[src/rtl/ict_pkg.sv]
package ict_pkg;
    // addressing-mode codes
    localparam logic [3:0] M_IMP = 4'd0;
    localparam logic [3:0] M_IMM = 4'd1;
    localparam logic [3:0] M_ZPG = 4'd2;
    localparam logic [3:0] M_ZPX = 4'd3;
    localparam logic [3:0] M_ABS = 4'd4;
    localparam logic [3:0] M_ABX = 4'd5;
    localparam logic [3:0] M_ABY = 4'd6;
    localparam logic [3:0] M_IND = 4'd7;
    localparam logic [3:0] M_IZX = 4'd8;
    localparam logic [3:0] M_IZY = 4'd9;
    localparam logic [3:0] M_REL = 4'd10;
    // operation-class codes
    localparam logic [3:0] O_ALU = 4'd0;
    localparam logic [3:0] O_STO = 4'd1;
    localparam logic [3:0] O_SHF = 4'd2;
    localparam logic [3:0] O_IDC = 4'd3;
    localparam logic [3:0] O_JMP = 4'd4;
    localparam logic [3:0] O_JSR = 4'd5;
    localparam logic [3:0] O_RTS = 4'd6;
    localparam logic [3:0] O_RTI = 4'd7;
    localparam logic [3:0] O_BRK = 4'd8;
    localparam logic [3:0] O_PSH = 4'd9;
    localparam logic [3:0] O_PUL = 4'd10;
    localparam logic [3:0] O_BRA = 4'd11;

    localparam int BASE_COST = 2;
    localparam int MAX_COST  = 11;
endpackage

[src/rtl/ict_mode_cost.sv]
module ict_mode_cost
    import ict_pkg::*;
#(
    parameter int CW = 4
) (
    input  logic [3:0]    mode_i,
    input  logic [3:0]    op_i,
    output logic [CW-1:0] add_o,
    output logic          bad_o
);
    logic [CW-1:0] mode_add;
    logic          mem_op;
    logic          rmw;

    always_comb begin
        bad_o    = 1'b0;
        mode_add = '0;
        case (mode_i)
            M_IMP, M_IMM, M_REL:  mode_add = CW'(0);
            M_ZPG:                mode_add = CW'(1);
            M_ZPX:                mode_add = CW'(2);
            M_ABS, M_ABX, M_ABY:  mode_add = CW'(2);
            M_IND, M_IZX:         mode_add = CW'(4);
            M_IZY:                mode_add = CW'(3);
            default:              bad_o    = 1'b1;
        endcase
    end

    // memory-writing classes that pay the indexed penalty
    assign mem_op = (op_i == O_STO) || (op_i == O_SHF) || (op_i == O_IDC);
    assign rmw    = ((mode_i == M_ABX) && mem_op) ||
                    (((mode_i == M_ABY) || (mode_i == M_IZY)) && (op_i == O_STO));
    assign add_o  = mode_add + CW'(rmw);
endmodule

[src/rtl/ict_op_cost.sv]
module ict_op_cost
    import ict_pkg::*;
#(
    parameter int CW = 4
) (
    input  logic [3:0]    op_i,
    input  logic [3:0]    mode_i,
    input  logic          taken_i,
    input  logic          page_i,
    output logic [CW-1:0] base_o,
    output logic          bad_o
);
    localparam logic [CW-1:0] B = CW'(BASE_COST);

    always_comb begin
        bad_o  = 1'b0;
        base_o = B;
        case (op_i)
            O_ALU, O_STO: base_o = B;
            O_SHF:        base_o = (mode_i == M_IMP) ? B : B + CW'(2);
            O_IDC:        base_o = B + CW'(2);
            O_JMP:        base_o = B - CW'(1);
            O_JSR:        base_o = B + CW'(2);
            O_RTS, O_RTI: base_o = B + CW'(4);
            O_BRK:        base_o = B + CW'(5);
            O_PSH:        base_o = B + CW'(1);
            O_PUL:        base_o = B + CW'(2);
            O_BRA:        base_o = B + CW'(taken_i) + CW'(taken_i & page_i);
            default:      bad_o  = 1'b1;
        endcase
    end
endmodule

[src/rtl/ict_seq.sv]
module ict_seq #(
    parameter int CW = 4,
    parameter int TW = 32
) (
    input  logic          clk,
    input  logic          rst,
    input  logic          accept_i,
    input  logic [CW-1:0] cost_i,
    input  logic          bad_i,
    output logic          ready_o,
    output logic          done_o,
    output logic [TW-1:0] total_o,
    output logic          err_o
);
    typedef struct packed {
        logic [CW-1:0] rem;
        logic [TW-1:0] total;
        logic          err;
    } st_t;

    st_t st_d, st_q;

    always_comb begin
        st_d = st_q;
        if (st_q.rem != '0)
            st_d.rem = st_q.rem - CW'(1);
        if (accept_i) begin
            st_d.rem   = cost_i;
            st_d.total = st_q.total + TW'(cost_i);
            if (bad_i)
                st_d.err = 1'b1;
        end
    end

    always_ff @(posedge clk) begin
        if (rst) st_q <= '0;
        else     st_q <= st_d;
    end

    assign ready_o = (st_q.rem <= CW'(1));
    assign done_o  = (st_q.rem == CW'(1));
    assign total_o = st_q.total;
    assign err_o   = st_q.err;


    total_add_chk: assert property (@(posedge clk) disable iff (rst)
        accept_i |=> total_o == $past(total_o) + TW'($past(cost_i)));

    total_hold_chk: assert property (@(posedge clk) disable iff (rst)
        !accept_i |=> $stable(total_o));

    err_sticky_chk: assert property (@(posedge clk) disable iff (rst)
        err_o |=> err_o);

    ready_on_done_chk: assert property (@(posedge clk) disable iff (rst)
        done_o |-> ready_o);

    load_cost_chk: assert property (@(posedge clk) disable iff (rst)
        accept_i |=> st_q.rem == $past(cost_i));

    done_single_chk: assert property (@(posedge clk) disable iff (rst)
        (done_o && !accept_i) |=> !done_o);
endmodule

[src/rtl/instr_cycle_timer.sv]
module instr_cycle_timer
    import ict_pkg::*;
#(
    parameter int CW = 4,
    parameter int TW = 32
) (
    input  logic          clk,
    input  logic          rst,
    input  logic          in_valid,
    input  logic [3:0]    in_mode,
    input  logic [3:0]    in_op,
    input  logic          in_taken,
    input  logic          in_page_cross,
    output logic          in_ready,
    output logic          done,
    output logic [TW-1:0] total_cycles,
    output logic          err_flag
);
    logic [CW-1:0] mode_add, op_base, cost;
    logic          mode_bad, op_bad, bad, accept;

    ict_mode_cost #(.CW(CW)) u_mode (
        .mode_i (in_mode),
        .op_i   (in_op),
        .add_o  (mode_add),
        .bad_o  (mode_bad)
    );

    ict_op_cost #(.CW(CW)) u_op (
        .op_i    (in_op),
        .mode_i  (in_mode),
        .taken_i (in_taken),
        .page_i  (in_page_cross),
        .base_o  (op_base),
        .bad_o   (op_bad)
    );

    assign bad    = mode_bad | op_bad;
    assign cost   = bad ? CW'(BASE_COST) : op_base + mode_add;
    assign accept = in_valid & in_ready;

    ict_seq #(.CW(CW), .TW(TW)) u_seq (
        .clk      (clk),
        .rst      (rst),
        .accept_i (accept),
        .cost_i   (cost),
        .bad_i    (bad),
        .ready_o  (in_ready),
        .done_o   (done),
        .total_o  (total_cycles),
        .err_o    (err_flag)
    );


    cost_bound_chk: assert property (@(posedge clk) disable iff (rst)
        accept |-> (cost >= CW'(1)) && (cost <= CW'(MAX_COST)));

    bad_cost_chk: assert property (@(posedge clk) disable iff (rst)
        (accept && bad) |=> err_flag);
endmodule

[config.mk]
export PLATFORM = sky130hd
export DESIGN_NAME = instr_cycle_timer
export DESIGN_NICKNAME = d
export VERILOG_FILES = /design/src/rtl/ict_pkg.sv /design/src/rtl/ict_mode_cost.sv /design/src/rtl/ict_op_cost.sv /design/src/rtl/ict_seq.sv /design/src/rtl/instr_cycle_timer.sv
export SDC_FILE = /design/constraint.sdc
export NUM_CORES = 1
export LEC_CHECK = 0
export BUFFER_PORTS_ARGS = -buffer_cell sky130_fd_sc_hd__buf_2
export CELL_PAD_IN_SITES_DETAIL_PLACEMENT = 1
export CELL_PAD_IN_SITES_GLOBAL_PLACEMENT = 2
export CORE_MARGIN = 1.5
export CORE_UTILIZATION = 34
export CTS_CLUSTER_SIZE = 40
export DETAILED_ROUTE_END_ITERATION = 6
export PLACE_DENSITY_LB_ADDON = 0.25
export SLEW_MARGIN = 20
export SYNTH_ARGS = -nofsm -noshare
export SYNTH_HDL_FRONTEND = slang
export SYNTH_SLANG_ARGS = --single-unit
[constraint.sdc]
create_clock -name clk -period 6.8 [get_ports clk]
set_clock_uncertainty 0.1 [all_clocks]
set_input_delay 1.02 -clock clk [delete_from_list [all_inputs] [get_ports clk]]
set_output_delay 1.02 -clock clk [all_outputs]
set_load 0.005 [all_outputs]
==> results.cfg <==
[final_layout]
syn_to_final_growth_pct = 9.43
antenna_cells = 0
nets = 347
final_cell_mix = 47 x buf_2, 37 x dfxtp_1, 36 x nor2_1
final_common_cell = buf_2
fillers = 883
drive_gt1_share_pct = 20.1

[cts]
cts_tree = yes
cts_resized = 0
cts_buffers = 5
clk_pin_slew_ns = 0.08
clk_latency_ns = 0.30
htree_levels = 2
cts_buffer_depth = 2
post-cts-setup-buffer-count = 0
numClockSinks = 37
root_buffer = clkbuf_8
holdBufCountCts = 0

[power]
irDropWorstVdd_v = 0.000122
p_sw_share_pct = 31.0
powerDensity_nw_per_um2 = 243
pwr-share-seq_pct = 38.0
p_leak_nw = 1.05
pwr-share-clk_pct = 35.9
p_sw_w = 0.000204
comb_power_share_pct = 26.1
intPower_w = 0.000452

[hold_path]
min_to = u_seq.total_o[3]$_SDFFE_PP0P_
holdCritStartpoint = u_seq.total_o[3]$_SDFFE_PP0P_
min_path_type = reg -> reg
whs_path_depth = 2

[critical_path]
crit_path_cell_trace = buf_2 -> nand2b_1 -> o21ai_0 -> nand2_1 -> o21ai_0 -> o211ai_1 -> fa_1 -> inv_1 -> fa_1 -> or2_2 -> ha_1 -> a21oi_1 -> o22ai_1 -> buf_4 -> or4b_1 -> or3_1 -> a21oi_1
reg2reg_depth = 9
r2r-start = u_seq.total_o[0]$_SDFFE_PP0P_
crit_type = in -> reg
end_kind = flop
crit_fanout = 11
slowest_stage = or4b_1
path_delay_family = simple AND/OR/NAND/NOR gates
required_ns = 6.92
slowest_delay_ns = 0.57
worst-path-buf-inv = 3
reg2reg_slack_ns = 4.23
start_kind = primary input
worst_ep_arrival_time_ns = 4.87
r2r_end = u_seq.total_o[18]$_SDFFE_PP0P_

[global_routing]
globalRouteMet2Util_pct = 29.9
grtUsageMet1_pct = 21.8
grt_max_degree = 38
grt.total_usage_pct = 17.3
gr-total-overflow = 0
grt_antenna_before_repair = 0
met3_usage_pct = 3.39
grt_pass1_vias = 2140
top_usage_layer = met2
grt_pass1_wl_mm = 10.5

[floorplan]
io_pins = 48
dieWidth_um = 88.2
initial_core_util_pct = 35.7
die-area_um2 = 7780
core_area_um2 = 6910
die_y_um = 88.2
row_count = 30

[logic_synthesis]
synth_ff_type = dfxtp_1
syn_area_um2 = 2470
synth_edf_count = 0
async_reset_ff_share_pct = 0
ys_seq_area_share_pct = 30.0
ys_warn_count = 0
syn_inst = 309
ys_types = 48
synthesis.nets = 333
syn_area_per_cell_um2 = 7.99
ys_ff_latch = 37

[sta]
fmax_ghz = 0.211
tightestPinTransition_ns = 0.949
setup_ws_ns = 2.05
min_period_ns = 4.75
hold_viol = 0
min_period_over_period_pct = 69.9
setup_viol = 0
finalSetupTns_ns = 0
slew_viol_final = 0
slew_headroom_pct = 35.9
grt_setup_unrepaired = no

[place]
hpwl_mm = 4.51
dp_slack_ns = 1.75
place.gp.congestion = 0.740
io_buffers = 47

[outcome]
status = complete, no violations

[drt]
firstDrtPassIters = 4
viasPerCell = 5.17
routedWlPerCell_um = 14.6
first_iter_violations = 76
vias = 2170
drc = 0
finalWirelength_mm = 6.15
ant_nets = 0

[flow_run]
cap_violations = 0
-- power groups by stage --
stage	clock network [W]	registers [W]	logic [W]
2_1_floorplan	0	0.000249	0.000126
3_3_place_gp	0	0.000254	0.000171
3_5_place_dp	0	0.000254	0.000172
4_1_cts	0.000244	0.000249	0.000173
5_1_grt	0.000253	0.000252	0.000197
6_report	0.000236	0.000249	0.000171
-- flip-flops by register name (all words and copies together), names as in the netlist --
signal         count
u_seq.total_o     32
u_seq.err_o        1
u_seq.st_q         4
-- synth_stat cells (3+ instances only) --
master,instances,share of area (%)
nor3_1,9,1.8
nand3_1,12,2.4
clkbuf_1,9,1.4
xor2_1,10,3.5
xnor2_1,16,5.7
o21ai_0,13,2.6
inv_1,11,1.7
ha_1,8,4.1
buf_4,32,9.7
nor2_1,36,5.5
a2111oi_0,3,1.1
dfxtp_1,37,30
fa_1,3,2.4
a31oi_1,4,1.0
nand2_1,20,3.0
nor4_1,8,2.0
and2_1,3,0.76
a21oi_1,16,3.2
nand4_1,13,3.3
nand2b_1,6,1.5
or3_1,5,1.3
-- cells by family after synthesis --
logic type	Yosys count	share of synthesized area [%]
adders and majority gates	11	6.49
xor gates and xnor gates	26	9.23
buffers and inverters	54	13.1
DFF	37	30.0
muxes	1	0.456
and+or+nand+nor	131	28.7
AOI/OAI and AO/OA	49	12.0
-- worst max-delay path by stage --
stage | from | endpoint | slack, ns | cells past startpoint
2_1_floorplan | in_mode[2] | u_seq.total_o[29]$_SDFFE_PP0P_ | 2.35 | 16
3_3_place_gp | in_mode[2] | u_seq.total_o[31]$_SDFFE_PP0P_ | 1.85 | 17
3_5_place_dp | in_mode[2] | u_seq.total_o[29]$_SDFFE_PP0P_ | 1.75 | 17
4_1_cts | in_mode[2] | u_seq.total_o[29]$_SDFFE_PP0P_ | 2.03 | 17
5_1_grt | in_mode[2] | u_seq.total_o[31]$_SDFFE_PP0P_ | 1.74 | 17
6_report | in_mode[2] | u_seq.total_o[29]$_SDFFE_PP0P_ | 2.05 | 17
-- worst reg2reg max path, cell delays in order (launching register included) --
cell and delay (ns):
dfxtp_1 0.36, ha_1 0.19, inv_1 0.06, fa_1 0.39, nand2b_1 0.18, o2bb2ai_1 0.13, buf_4 0.19, nor4_1 0.54
a31o_2 0.23, a21oi_1 0.05
-- metal layers --
layer  vias to the layer above  routed length (µm)
li1                       1081                   -
met1                      1050                2860
met2                        34                3050
met3                         5                 194
met4                         0                  45
met5                         -                   0
-- final cells by class --
type / count / area (µm²) / area share (%)
timing repair buffer: 50 / 258 / 9.55
tap: 96 / 120 / 4.45
clock buffer: 5 / 68.8 / 2.55
inverter: 11 / 41.3 / 1.53
multi-input combinational: 218 / 1400 / 51.9
sequential: 37 / 741 / 27.4
clock inverter: 3 / 68.8 / 2.55
-- metrics by stage --
step	total power, W	hold slack (ns)	std cells	util, %	area, µm²
6_report	0.000656	0.378	420	39.1	2700
5_1_grt	0.000703	0.409	420	39.1	2700
4_1_cts	0.000666	0.385	420	39.1	2700
3_5_place_dp	0.000426	0.371	412	37.1	2560
3_3_place_gp	0.000425	0.364	412	37.1	2560
2_1_floorplan	0.000375	0.350	309	-	2470
(Power assumes the default switching activity.)
